**src/rtl/gpio_pad_pkg.sv**
```systemverilog
package gpio_pad_pkg;

    // Word index (byte offset >> 2) of each decoded register
    localparam logic [4:0] IDX_INVERT  = 5'h02;
    localparam logic [4:0] IDX_OUTVAL  = 5'h03;
    localparam logic [4:0] IDX_DRVEN   = 5'h04;
    localparam logic [4:0] IDX_DRVTYPE = 5'h05;
    localparam logic [4:0] IDX_PULLUP  = 5'h07;
    localparam logic [4:0] IDX_SENSEEN = 5'h16;
    localparam logic [4:0] IDX_OUT_SET = 5'h1A;
    localparam logic [4:0] IDX_OUT_CLR = 5'h1B;
    localparam logic [4:0] IDX_DRV_SET = 5'h1C;
    localparam logic [4:0] IDX_DRV_CLR = 5'h1D;

    localparam int unsigned IDX_LSB = 2;
    localparam int unsigned IDX_W   = 5;
    localparam int unsigned MIN_ADDR_W = IDX_LSB + IDX_W;

    typedef enum logic [3:0] {
        OP_NONE,
        OP_INV_WR,
        OP_OUT_WR,
        OP_DRV_WR,
        OP_TYPE_WR,
        OP_PU_WR,
        OP_SENSE_WR,
        OP_OUT_SET,
        OP_OUT_CLR,
        OP_DRV_SET,
        OP_DRV_CLR
    } wr_op_e;

    // Per-pin driver-side configuration
    typedef struct packed {
        logic outval;
        logic drv_en;
        logic open_drain;
        logic pull_up;
        logic invert;
    } pin_drv_t;

    function automatic wr_op_e decode_op(input logic [IDX_W-1:0] idx, input logic legal);
        wr_op_e op;
        op = OP_NONE;
        if (legal) begin
            case (idx)
                IDX_INVERT:  op = OP_INV_WR;
                IDX_OUTVAL:  op = OP_OUT_WR;
                IDX_DRVEN:   op = OP_DRV_WR;
                IDX_DRVTYPE: op = OP_TYPE_WR;
                IDX_PULLUP:  op = OP_PU_WR;
                IDX_SENSEEN: op = OP_SENSE_WR;
                IDX_OUT_SET: op = OP_OUT_SET;
                IDX_OUT_CLR: op = OP_OUT_CLR;
                IDX_DRV_SET: op = OP_DRV_SET;
                IDX_DRV_CLR: op = OP_DRV_CLR;
                default:     op = OP_NONE;
            endcase
        end
        return op;
    endfunction

    // Level a released pin settles at: the pull-up selection in every case
    function automatic logic float_level(input pin_drv_t c);
        return c.pull_up;
    endfunction

    function automatic logic pad_bit(input pin_drv_t c);
        logic driven;
        logic lvl;
        driven = c.outval ^ c.invert;
        if (!c.drv_en) begin
            lvl = float_level(c);
        end else if (!c.open_drain) begin
            lvl = driven;
        end else begin
            lvl = driven ? float_level(c) : 1'b0;
        end
        return lvl;
    endfunction

    function automatic logic sense_bit(input logic pad, input logic en, input logic inv);
        return (pad & en) ^ inv;
    endfunction

endpackage

```
**src/rtl/gpio_cfg_regs.sv**
```systemverilog
module gpio_cfg_regs
    import gpio_pad_pkg::*;
#(
    parameter int unsigned WIDTH  = 32,
    parameter int unsigned ADDR_W = 7
) (
    input  logic              clk,
    input  logic              rst,
    input  logic              wr_en,
    input  logic [ADDR_W-1:0] wr_addr,
    input  logic [WIDTH-1:0]  wr_data,
    output logic [WIDTH-1:0]  outval_q,
    output logic [WIDTH-1:0]  drven_q,
    output logic [WIDTH-1:0]  drvtype_q,
    output logic [WIDTH-1:0]  pullup_q,
    output logic [WIDTH-1:0]  invert_q,
    output logic [WIDTH-1:0]  senseen_q
);

    localparam int unsigned HI_SHIFT = MIN_ADDR_W;

    logic              aligned;
    logic              in_window;
    logic [IDX_W-1:0]  word_idx;
    wr_op_e            op;

    assign aligned   = (wr_addr[IDX_LSB-1:0] == '0);
    assign in_window = ((wr_addr >> HI_SHIFT) == '0);
    assign word_idx  = wr_addr[IDX_LSB +: IDX_W];
    assign op        = decode_op(word_idx, wr_en && aligned && in_window);

    always_ff @(posedge clk) begin
        if (rst) begin
            outval_q  <= '0;
            drven_q   <= '0;
            drvtype_q <= '0;
            pullup_q  <= '1;
            invert_q  <= '0;
            senseen_q <= '1;
        end else begin
            case (op)
                OP_INV_WR:   invert_q  <= wr_data;
                OP_OUT_WR:   outval_q  <= wr_data;
                OP_DRV_WR:   drven_q   <= wr_data;
                OP_TYPE_WR:  drvtype_q <= wr_data;
                OP_PU_WR:    pullup_q  <= wr_data;
                OP_SENSE_WR: senseen_q <= wr_data;
                OP_OUT_SET:  outval_q  <= outval_q | wr_data;
                OP_OUT_CLR:  outval_q  <= outval_q & ~wr_data;
                OP_DRV_SET:  drven_q   <= drven_q | wr_data;
                OP_DRV_CLR:  drven_q   <= drven_q & ~wr_data;
                default: ;
            endcase
        end
    end

endmodule

```
**src/rtl/gpio_pad_resolve.sv**
```systemverilog
module gpio_pad_resolve
    import gpio_pad_pkg::*;
#(
    parameter int unsigned WIDTH = 32
) (
    input  pin_drv_t [WIDTH-1:0] pin_cfg,
    output logic     [WIDTH-1:0] pad
);

    for (genvar i = 0; i < WIDTH; i++) begin : g_pin
        assign pad[i] = pad_bit(pin_cfg[i]);
    end

endmodule

```
**src/rtl/gpio_pad_sense.sv**
```systemverilog
module gpio_pad_sense
    import gpio_pad_pkg::*;
#(
    parameter int unsigned WIDTH = 32
) (
    input  logic [WIDTH-1:0] pad,
    input  logic [WIDTH-1:0] sense_en,
    input  logic [WIDTH-1:0] invert,
    output logic [WIDTH-1:0] din
);

    for (genvar i = 0; i < WIDTH; i++) begin : g_pin
        assign din[i] = sense_bit(pad[i], sense_en[i], invert[i]);
    end

endmodule

```
**src/rtl/gpio_pad_bank.sv**
```systemverilog
module gpio_pad_bank
    import gpio_pad_pkg::*;
#(
    parameter int unsigned WIDTH  = 32,
    parameter int unsigned ADDR_W = 7
) (
    input  logic              clk,
    input  logic              rst,
    input  logic              wr_en,
    input  logic [ADDR_W-1:0] wr_addr,
    input  logic [WIDTH-1:0]  wr_data,
    output logic [WIDTH-1:0]  pad_level,
    output logic [WIDTH-1:0]  din_value
);

    logic [WIDTH-1:0] outval_q;
    logic [WIDTH-1:0] drven_q;
    logic [WIDTH-1:0] drvtype_q;
    logic [WIDTH-1:0] pullup_q;
    logic [WIDTH-1:0] invert_q;
    logic [WIDTH-1:0] senseen_q;

    pin_drv_t [WIDTH-1:0] pin_cfg;

    gpio_cfg_regs #(
        .WIDTH  (WIDTH),
        .ADDR_W (ADDR_W)
    ) u_regs (
        .clk       (clk),
        .rst       (rst),
        .wr_en     (wr_en),
        .wr_addr   (wr_addr),
        .wr_data   (wr_data),
        .outval_q  (outval_q),
        .drven_q   (drven_q),
        .drvtype_q (drvtype_q),
        .pullup_q  (pullup_q),
        .invert_q  (invert_q),
        .senseen_q (senseen_q)
    );

    for (genvar i = 0; i < WIDTH; i++) begin : g_cfg
        assign pin_cfg[i].outval     = outval_q[i];
        assign pin_cfg[i].drv_en     = drven_q[i];
        assign pin_cfg[i].open_drain = drvtype_q[i];
        assign pin_cfg[i].pull_up    = pullup_q[i];
        assign pin_cfg[i].invert     = invert_q[i];
    end

    gpio_pad_resolve #(
        .WIDTH (WIDTH)
    ) u_resolve (
        .pin_cfg (pin_cfg),
        .pad     (pad_level)
    );

    gpio_pad_sense #(
        .WIDTH (WIDTH)
    ) u_sense (
        .pad      (pad_level),
        .sense_en (senseen_q),
        .invert   (invert_q),
        .din      (din_value)
    );

endmodule

```
**config.mk**
```make
export PLATFORM = sky130hd
export DESIGN_NAME = gpio_pad_bank
export DESIGN_NICKNAME = d
export VERILOG_FILES = /design/src/rtl/gpio_pad_pkg.sv /design/src/rtl/gpio_cfg_regs.sv /design/src/rtl/gpio_pad_resolve.sv /design/src/rtl/gpio_pad_sense.sv /design/src/rtl/gpio_pad_bank.sv
export SDC_FILE = /design/constraint.sdc
export NUM_CORES = 1
export LEC_CHECK = 0
export ABC_AREA = 1
export CORE_UTILIZATION = 45
export DETAILED_ROUTE_END_ITERATION = 8
export DONT_BUFFER_PORTS = 1
export GPL_ROUTABILITY_DRIVEN = 0
export PLACE_DENSITY = 0.62
export SYNTH_ARGS = -nofsm -noshare
export SYNTH_HDL_FRONTEND = slang
export SYNTH_HIERARCHICAL = 1
export SYNTH_SLANG_ARGS = --single-unit
```
**constraint.sdc**
```tcl
create_clock -name clk -period 3.3 [get_ports clk]
set_clock_uncertainty 0.1 [all_clocks]
set_input_delay 0.33 -clock clk [delete_from_list [all_inputs] [get_ports clk]]
set_output_delay 0.33 -clock clk [all_outputs]
set_load 0.1 [all_outputs]
```
==> flow_summary.json, run 1 <==
{
  "outcome": "finished clean",
  "initial_cell_density_of_the_core": 0.4570,
  "p_int_mw": 3.495,
  "ant_nets": 0,
  "crit_arrival_ns": 2.86,
  "critPathLaunchType": "input pin",
  "die-height_um": 147.9,
  "die_width_um": 147.9,
  "port_buffers": 0,
  "place_ws_ns": 0.7446,
  "synth.lib_cells_used.distinct": 23,
  "worst-setup-path-type": "input pin to flip-flop",
  "io-pin-count": 106,
  "finalWorstPathRequiredPeriod_ns": 2.632,
  "grt_use_total": 0.2390,
  "die_area_um2": 21870,
  "setup_slack_ns": 0.6678,
  "slew_headroom": 0.4553,
  "tritoncts_num_sinks": 192,
  "report.final.setup_viol": 0,
  "max_cap_viol_count": 0,
  "flow.area_growth_from_synthesis_pct": 16.76,
  "switching_share": 0.2775,
  "critPathCaptureType": "flip-flop",
  "grt_antenna_before_repair": 0,
  "worstReg2RegStart": "u_regs/drven_q[24]$_SDFFE_PP0P_",
  "grt_start_max_net_pins": 129,
  "path_max_fanout": 23,
  "grt_pass1_wl_mm": 41.70,
  "cts_buffers": 17,
  "slew_viol_final": 0,
  "globalRouteOverflowTotal": 0,
  "cts.clk_slew.worst_paths_ns": 0.08,
  "detail_route.iter0.violations": 561,
  "num-nets-final": 1534,
  "cts_tree": "yes",
  "antenna_cells_inserted": 0,
  "stdcell_count": 1776,
  "syn_nets": 1472,
  "worst_skew_pair.late_latency_ns": 0.42,
  "power.sequential.fraction": 0.492,
  "viasPerCell": 5.118,
  "route.detailed.drc": 0,
  "timing.critical_path.from": "wr_addr[2]",
  "ctsRootBufferMaster": "clkbuf_16",
  "detailroute.via_count": 9089,
  "hold_viol_final": 0,
  "ys_seq_elements": 192,
  "detail_route.wirelength_mm": 25.49,
  "synth_warnings": 6,
  "post_cts_buffers": 0,
  "first_global_vias": 8092,
  "core_region_area_um2": 20960,
  "power.share.combinational": 0.086,
  "final_min_period_over_clock_period": 0.7976,
  "core.rowCount": 53,
  "critPathRequiredTime_ns": 3.53,
  "power_density_nw_per_um2": 432.6,
  "unrepaired_setup_endpoints_after_global_routing": "no",
  "seq_area_frac_synth": 0.4014,
  "cts_repair_resized_insts": 0,
  "synthArstFlopShare": 0,
  "worst_hold_path_class": "input pin to flip-flop",
  "detail_route.first_pass.iterations": 5,
  "vdd_drop_max_mv": 0.3210,
  "layout_cells_sized_above_1": 0.1099,
  "placed_cells_incl_taps": 1707,
  "cts_htree_levels": 4,
  "worstMarginPinSlew_ns": 0.8159,
  "power.share.clock": 0.421,
  "max_freq_mhz": 379.9,
  "post_synth.cell_area_avg_um2": 6.716,
  "wl_per_cell_um": 14.35,
  "p_leak_nw": 4.187,
  "synthesis.instances": 1426,
  "min_from": "wr_data[22]",
  "hold_slack_ns": 0.01339,
  "synthFlopType": "dfxtp_1",
  "synth-edff-count": 0,
  "setup_total_negative_slack_ns": 0,
  "hpwl_detailed_mm": 15.46,
  "synth_area_um2": 9577,
  "clockBufferDepth": 2,
  "switching_power_mw": 1.342
}
==> through the flow <==
stage | instance area [um2] | power (mW) | utilization
2_1_floorplan | 9577 | 2.720 | -
3_3_place_gp | 10210 | 2.770 | 0.4872
3_5_place_dp | 10210 | 2.775 | 0.4872
4_1_cts | 11160 | 4.877 | 0.5327
5_1_grt | 11180 | 5.017 | 0.5336
6_report | 11180 | 4.838 | 0.5336
==> registers in the layout, summed over array words and instances, names as in the netlist <==
name              cells
u_regs/invert_q      32
u_regs/drvtype_q     32
u_regs/pullup_q      32
u_regs/drven_q       32
u_regs/senseen_q     32
u_regs/outval_q      32
==> cells by family after synthesis <==
logic type,count (synthesis),share of synthesized area
AOI/OAI and AO/OA,354,0.2059
adders and majority gates,4,0.005226
buffers and inverters,312,0.1344
DFF,192,0.4014
and+or+nand+nor,564,0.2531
==> final timing paths <==
kind                                            to  slack, ns  depth (start not counted)
hold / removal    u_regs/invert_q[22]$_SDFFE_PP0N_       0.01                          2
hold reg to reg   u_regs/drvtype_q[7]$_SDFFE_PP0N_       0.36                          2
setup reg to reg   u_regs/drven_q[24]$_SDFFE_PP0P_       2.04                          3
setup / recovery   u_regs/drven_q[24]$_SDFFE_PP0P_       0.67                         12
==> critical path, cell delays in order <==
cell	delay (ns)
inv_1	0.03
ha_1	0.21
nand2_1	0.07
nand2_1	0.06
nand2_1	0.12
nand4_1	0.11
inv_2	0.36
nand2_1	0.46
buf_12	0.33
nand3_1	0.09
a21oi_1	0.07
dlygate4sd3_1	0.59
==> cell usage after synthesis, types with 2 or more instances <==
cell type | count | area, um2
dfxtp_1 | 192 | 3844
clkbuf_1 | 35 | 131.4
nor2_1 | 5 | 18.77
o21ai_1 | 3 | 15.01
buf_6 | 10 | 112.6
buf_1 | 6 | 22.52
ha_1 | 4 | 50.05
o21bai_2 | 32 | 360.4
nand2_2 | 4 | 25.02
buf_2 | 15 | 75.07
o21ai_0 | 125 | 625.6
a21oi_1 | 194 | 970.9
inv_1 | 235 | 882.1
nand2_1 | 377 | 1415
nand3_4 | 2 | 35.03
nand3_2 | 6 | 60.06
inv_2 | 5 | 18.77
buf_4 | 6 | 45.04
nand3_1 | 166 | 830.8
==> power by group through the flow <==
stage	Sequential, mW	Combinational, mW	Clock (mW)
2_1_floorplan	2.43	0.293	0
3_3_place_gp	2.44	0.335	0
3_5_place_dp	2.44	0.339	0
4_1_cts	2.38	0.416	2.08
5_1_grt	2.39	0.454	2.18
6_report	2.38	0.418	2.04
==> layout make-up <==
class	count	area (um2)
Tap cell	275	344.1
Clock inverter	14	145.1
Inverter	240	900.9
Sequential cell	192	3844
Fill cell	2106	9773
Timing Repair Buffer	115	1061
Clock buffer	18	439.2
Multi-Input combinational cell	922	4448
==> metal layers <==
metal / global-route usage / wire [um] / vias up
met4: 0.08505 / 435 / 0
li1: - / - / 4671
met3: 0.04907 / 1611 / 33
met2: 0.3948 / 11990 / 261
met1: 0.3081 / 11450 / 4124
met5: 0 / 0 / -
==> repair_timing <==
action	in CTS	in global routing
endpoints found under the setup margin	0	0
hold endpoints to repair	160	2
hold buffers	35	2
==> placed cells by master (no fill, tap or decap) <==
| cell | instances |
|---|---|
| inv_2 | 6 |
| buf_16 | 1 |
| nor2_4 | 1 |
| nand2_4 | 1 |
| nand3_2 | 6 |
| dfxtp_1 | 192 |
| o21ai_1 | 3 |
| nand3_4 | 2 |
| o21bai_2 | 32 |
| clkinv_8 | 2 |
| nor2_1 | 5 |
| nand3_1 | 166 |
| ha_1 | 4 |
| clkinvlp_4 | 2 |
| dlygate4sd3_1 | 36 |
| nand2_2 | 5 |
| inv_6 | 3 |
| nor3_2 | 1 |
| clkbuf_8 | 1 |
| clkinv_4 | 3 |
| nand4_1 | 1 |
| inv_8 | 4 |
| inv_1 | 234 |
| a21oi_1 | 194 |
| buf_12 | 7 |
| nand2_1 | 376 |
| o21ai_0 | 125 |
| clkbuf_16 | 17 |
| buf_4 | 71 |
(Power assumes the default switching activity.)
==> inputs of run 2 (changes only) <==
PLACE_DENSITY = 0.64   (was 0.62)
clock period = 2.2 ns   (was 3.3 ns; I/O delays follow)
==> run 2 against run 1 <==
Core utilization grew 6.5 points. Routed wire length rose by 8.8%. First-iteration DRC count increased by 24%. Global-route usage decreased by 0.083 points. Sequential power rose by 50%. Combinational power rose by 81%. Hold slack improved by 0.086 ns. Clock-buffer cell count rose by 2. Critical path depth increased by 3. Clock power increased by 42%. Power up 49%.
==> flow_summary.json, run 2 (synthesis results as in run 1) <==
{
  "slew_viol_final": 0,
  "holdPathStages": 3,
  "flow.area_growth_from_synthesis_pct": 30.91,
  "critPathRequiredTime_ns": 2.42,
  "min_from": "rst",
  "p_leak_nw": 4.859,
  "final_min_period_over_clock_period": 0.9718,
  "rr_endpoint": "u_regs/drven_q[13]$_SDFFE_PP0P_",
  "crit_end": "u_regs/outval_q[7]$_SDFFE_PP0P_",
  "io-pin-count": 106,
  "core.rowCount": 53,
  "first_global_vias": 8550,
  "die-height_um": 147.9,
  "worst-setup-path-type": "input pin to flip-flop",
  "hold_slack_ns": 0.09917,
  "worst_skew_pair.late_latency_ns": 0.43,
  "hold_viol_final": 0,
  "detail_route.first_pass.iterations": 5,
  "viasPerCell": 5.231,
  "hpwl_detailed_mm": 15.51,
  "rr_worst_depth": 3,
  "path_cells": "inv_1 -> ha_2 -> nand2_1 -> nand2_1 -> nand2_2 -> nand3_2 -> inv_1 -> nor2_4 -> nand3_4 -> nand3_4 -> clkbuf_16 -> nand2_1 -> nand2_1 -> a21oi_1 -> dlygate4sd3_1",
  "timing.critical_path.from": "wr_addr[2]",
  "cts_htree_levels": 4,
  "max_cap_viol_count": 0,
  "setup_total_negative_slack_ns": 0,
  "library_cell_contributing_the_largest_single_delay_on_the_critical_path": "dlygate4sd3_1",
  "port_buffers": 0,
  "worstMarginPinSlew_ns": 0.4544,
  "detail_route.iter0.violations": 694,
  "globalRouteOverflowTotal": 0,
  "max_freq_mhz": 467.7,
  "ant_nets": 0,
  "finalWorstPathRequiredPeriod_ns": 2.138,
  "ctsRootBufferMaster": "clkbuf_16",
  "path_max_fanout": 11,
  "worst_hold_path_class": "input pin to flip-flop",
  "wl_per_cell_um": 15.08,
  "initial_cell_density_of_the_core": 0.4570,
  "power_density_nw_per_um2": 576.5,
  "grt_antenna_before_repair": 0,
  "tritoncts_num_sinks": 192,
  "grt_use_total": 0.2382,
  "critical_path.max_stage_delay_ns": 0.55,
  "die_area_um2": 21870,
  "route.detailed.drc": 0,
  "critPathCaptureType": "flip-flop",
  "cts_buffers": 17,
  "cp.buffers_inverters": 4,
  "vdd_drop_max_mv": 0.5339,
  "slew_headroom": 0.6971,
  "final_cell_mix": "nand2_1, inv_1, dfxtp_1, a21oi_1, nand3_1",
  "layout_cells_sized_above_1": 0.1574,
  "detail_route.wirelength_mm": 27.72,
  "grt_pass1_wl_mm": 42.12,
  "report.final.setup_viol": 0,
  "critPathLaunchType": "input pin",
  "critPathMostFrequentCell": "nand2_1",
  "num-nets-final": 1597,
  "cts_tree": "yes",
  "antenna_cells_inserted": 0,
  "crit_arrival_ns": 2.36,
  "logic_depth_of_the_worst_path_buffers_included": 15,
  "worstReg2RegStart": "u_regs/drven_q[13]$_SDFFE_PP0P_",
  "mostFrequentLayoutCell": "nand2_1",
  "regToRegSetupSlack_ns": 0.89,
  "die_width_um": 147.9,
  "cts.clk_slew.worst_paths_ns": 0.07,
  "detailroute.via_count": 9614,
  "grt_start_max_net_pins": 99,
  "core_region_area_um2": 20960,
  "clockBufferDepth": 2,
  "path_delay_family": "simple AND/OR/NAND/NOR gates",
  "outcome": "finished clean"
}
==> run 2: cell types whose count changed in the layout (fill, tap and decap cells not counted), sizes merged <==
cell	change
clkbuf	+12
inv	-5
clkinvlp	+1
buf	+25
dlygate4sd3	+28
clkinv	+1
==> run 2: layer usage <==
layer,up-vias,share of wire,GRT usage
li1,4795,-,-
met1,4481,0.42,0.3003
met2,305,0.50,0.4087
met3,33,0.067,0.04784
met4,0,0.012,0.07113
met5,-,0,0
==> run 2: cell type report <==
| type | instances | area [um2] |
|---|---|---|
| multi-input cells | 922 | 4632 |
| fillers | 1929 | 8418 |
| clock inverters | 11 | 81.33 |
| repair buffers | 178 | 2273 |
| well taps | 275 | 344.1 |
| clock buffers | 20 | 456.7 |
| inverters | 240 | 905.9 |
| flip-flops and latches | 192 | 3844 |
==> run 2: report_power, final <==
| group | internal [mW] | switching [mW] |
|---|---|---|
| Combinational | 0.268 | 0.488 |
| Clock | 1.51 | 1.39 |
| Sequential | 3.53 | 0.0467 |
==> run 2: worst reg2reg max path, stage by stage (launching register included) <==
cell and delay [ns]:
dfxtp_1 0.38, nand2_2 0.07, a21oi_2 0.13, dlygate4sd3_1 0.57
==> run 2: how the worst min path moves through the flow <==
| stage | end | slack [ns] |
|---|---|---|
| 2_1_floorplan | u_regs/outval_q[0]$_SDFFE_PP0P_ | 0.28 |
| 3_3_place_gp | u_regs/drven_q[4]$_SDFFE_PP0P_ | 0.20 |
| 3_5_place_dp | u_regs/outval_q[6]$_SDFFE_PP0P_ | 0.21 |
| 4_1_cts | u_regs/drvtype_q[25]$_SDFFE_PP0N_ | 0.06 |
| 5_1_grt | u_regs/invert_q[25]$_SDFFE_PP0N_ | 0.09 |
| 6_report | u_regs/drvtype_q[25]$_SDFFE_PP0N_ | 0.1 |
==> run 2: repair_timing <==
action | 4_1_cts | 5_1_grt
hold endpoints to repair | 192 | 1
setup endpoints to repair | 0 | 31
setup buffers | 0 | 12
hold buffers | 64 | 2
resized for setup | 0 | 32
==> run 2: metrics by stage <==
step / instance area (um2) / total power [mW] / instances / setup WS (ns) / util
after global placement: 10830 / 4.224 / 1717 / 0.1772 / 0.5167
final: 12540 / 7.228 / 1838 / 0.06198 / 0.5983
after floorplan: 9657 / 4.087 / 1426 / 0.1449 / -
after detailed placement: 10830 / 4.235 / 1717 / 0.1036 / 0.5167
after global routing: 12540 / 7.478 / 1838 / -0.04004 / 0.5983
after CTS: 12020 / 7.195 / 1812 / 0.03292 / 0.5738
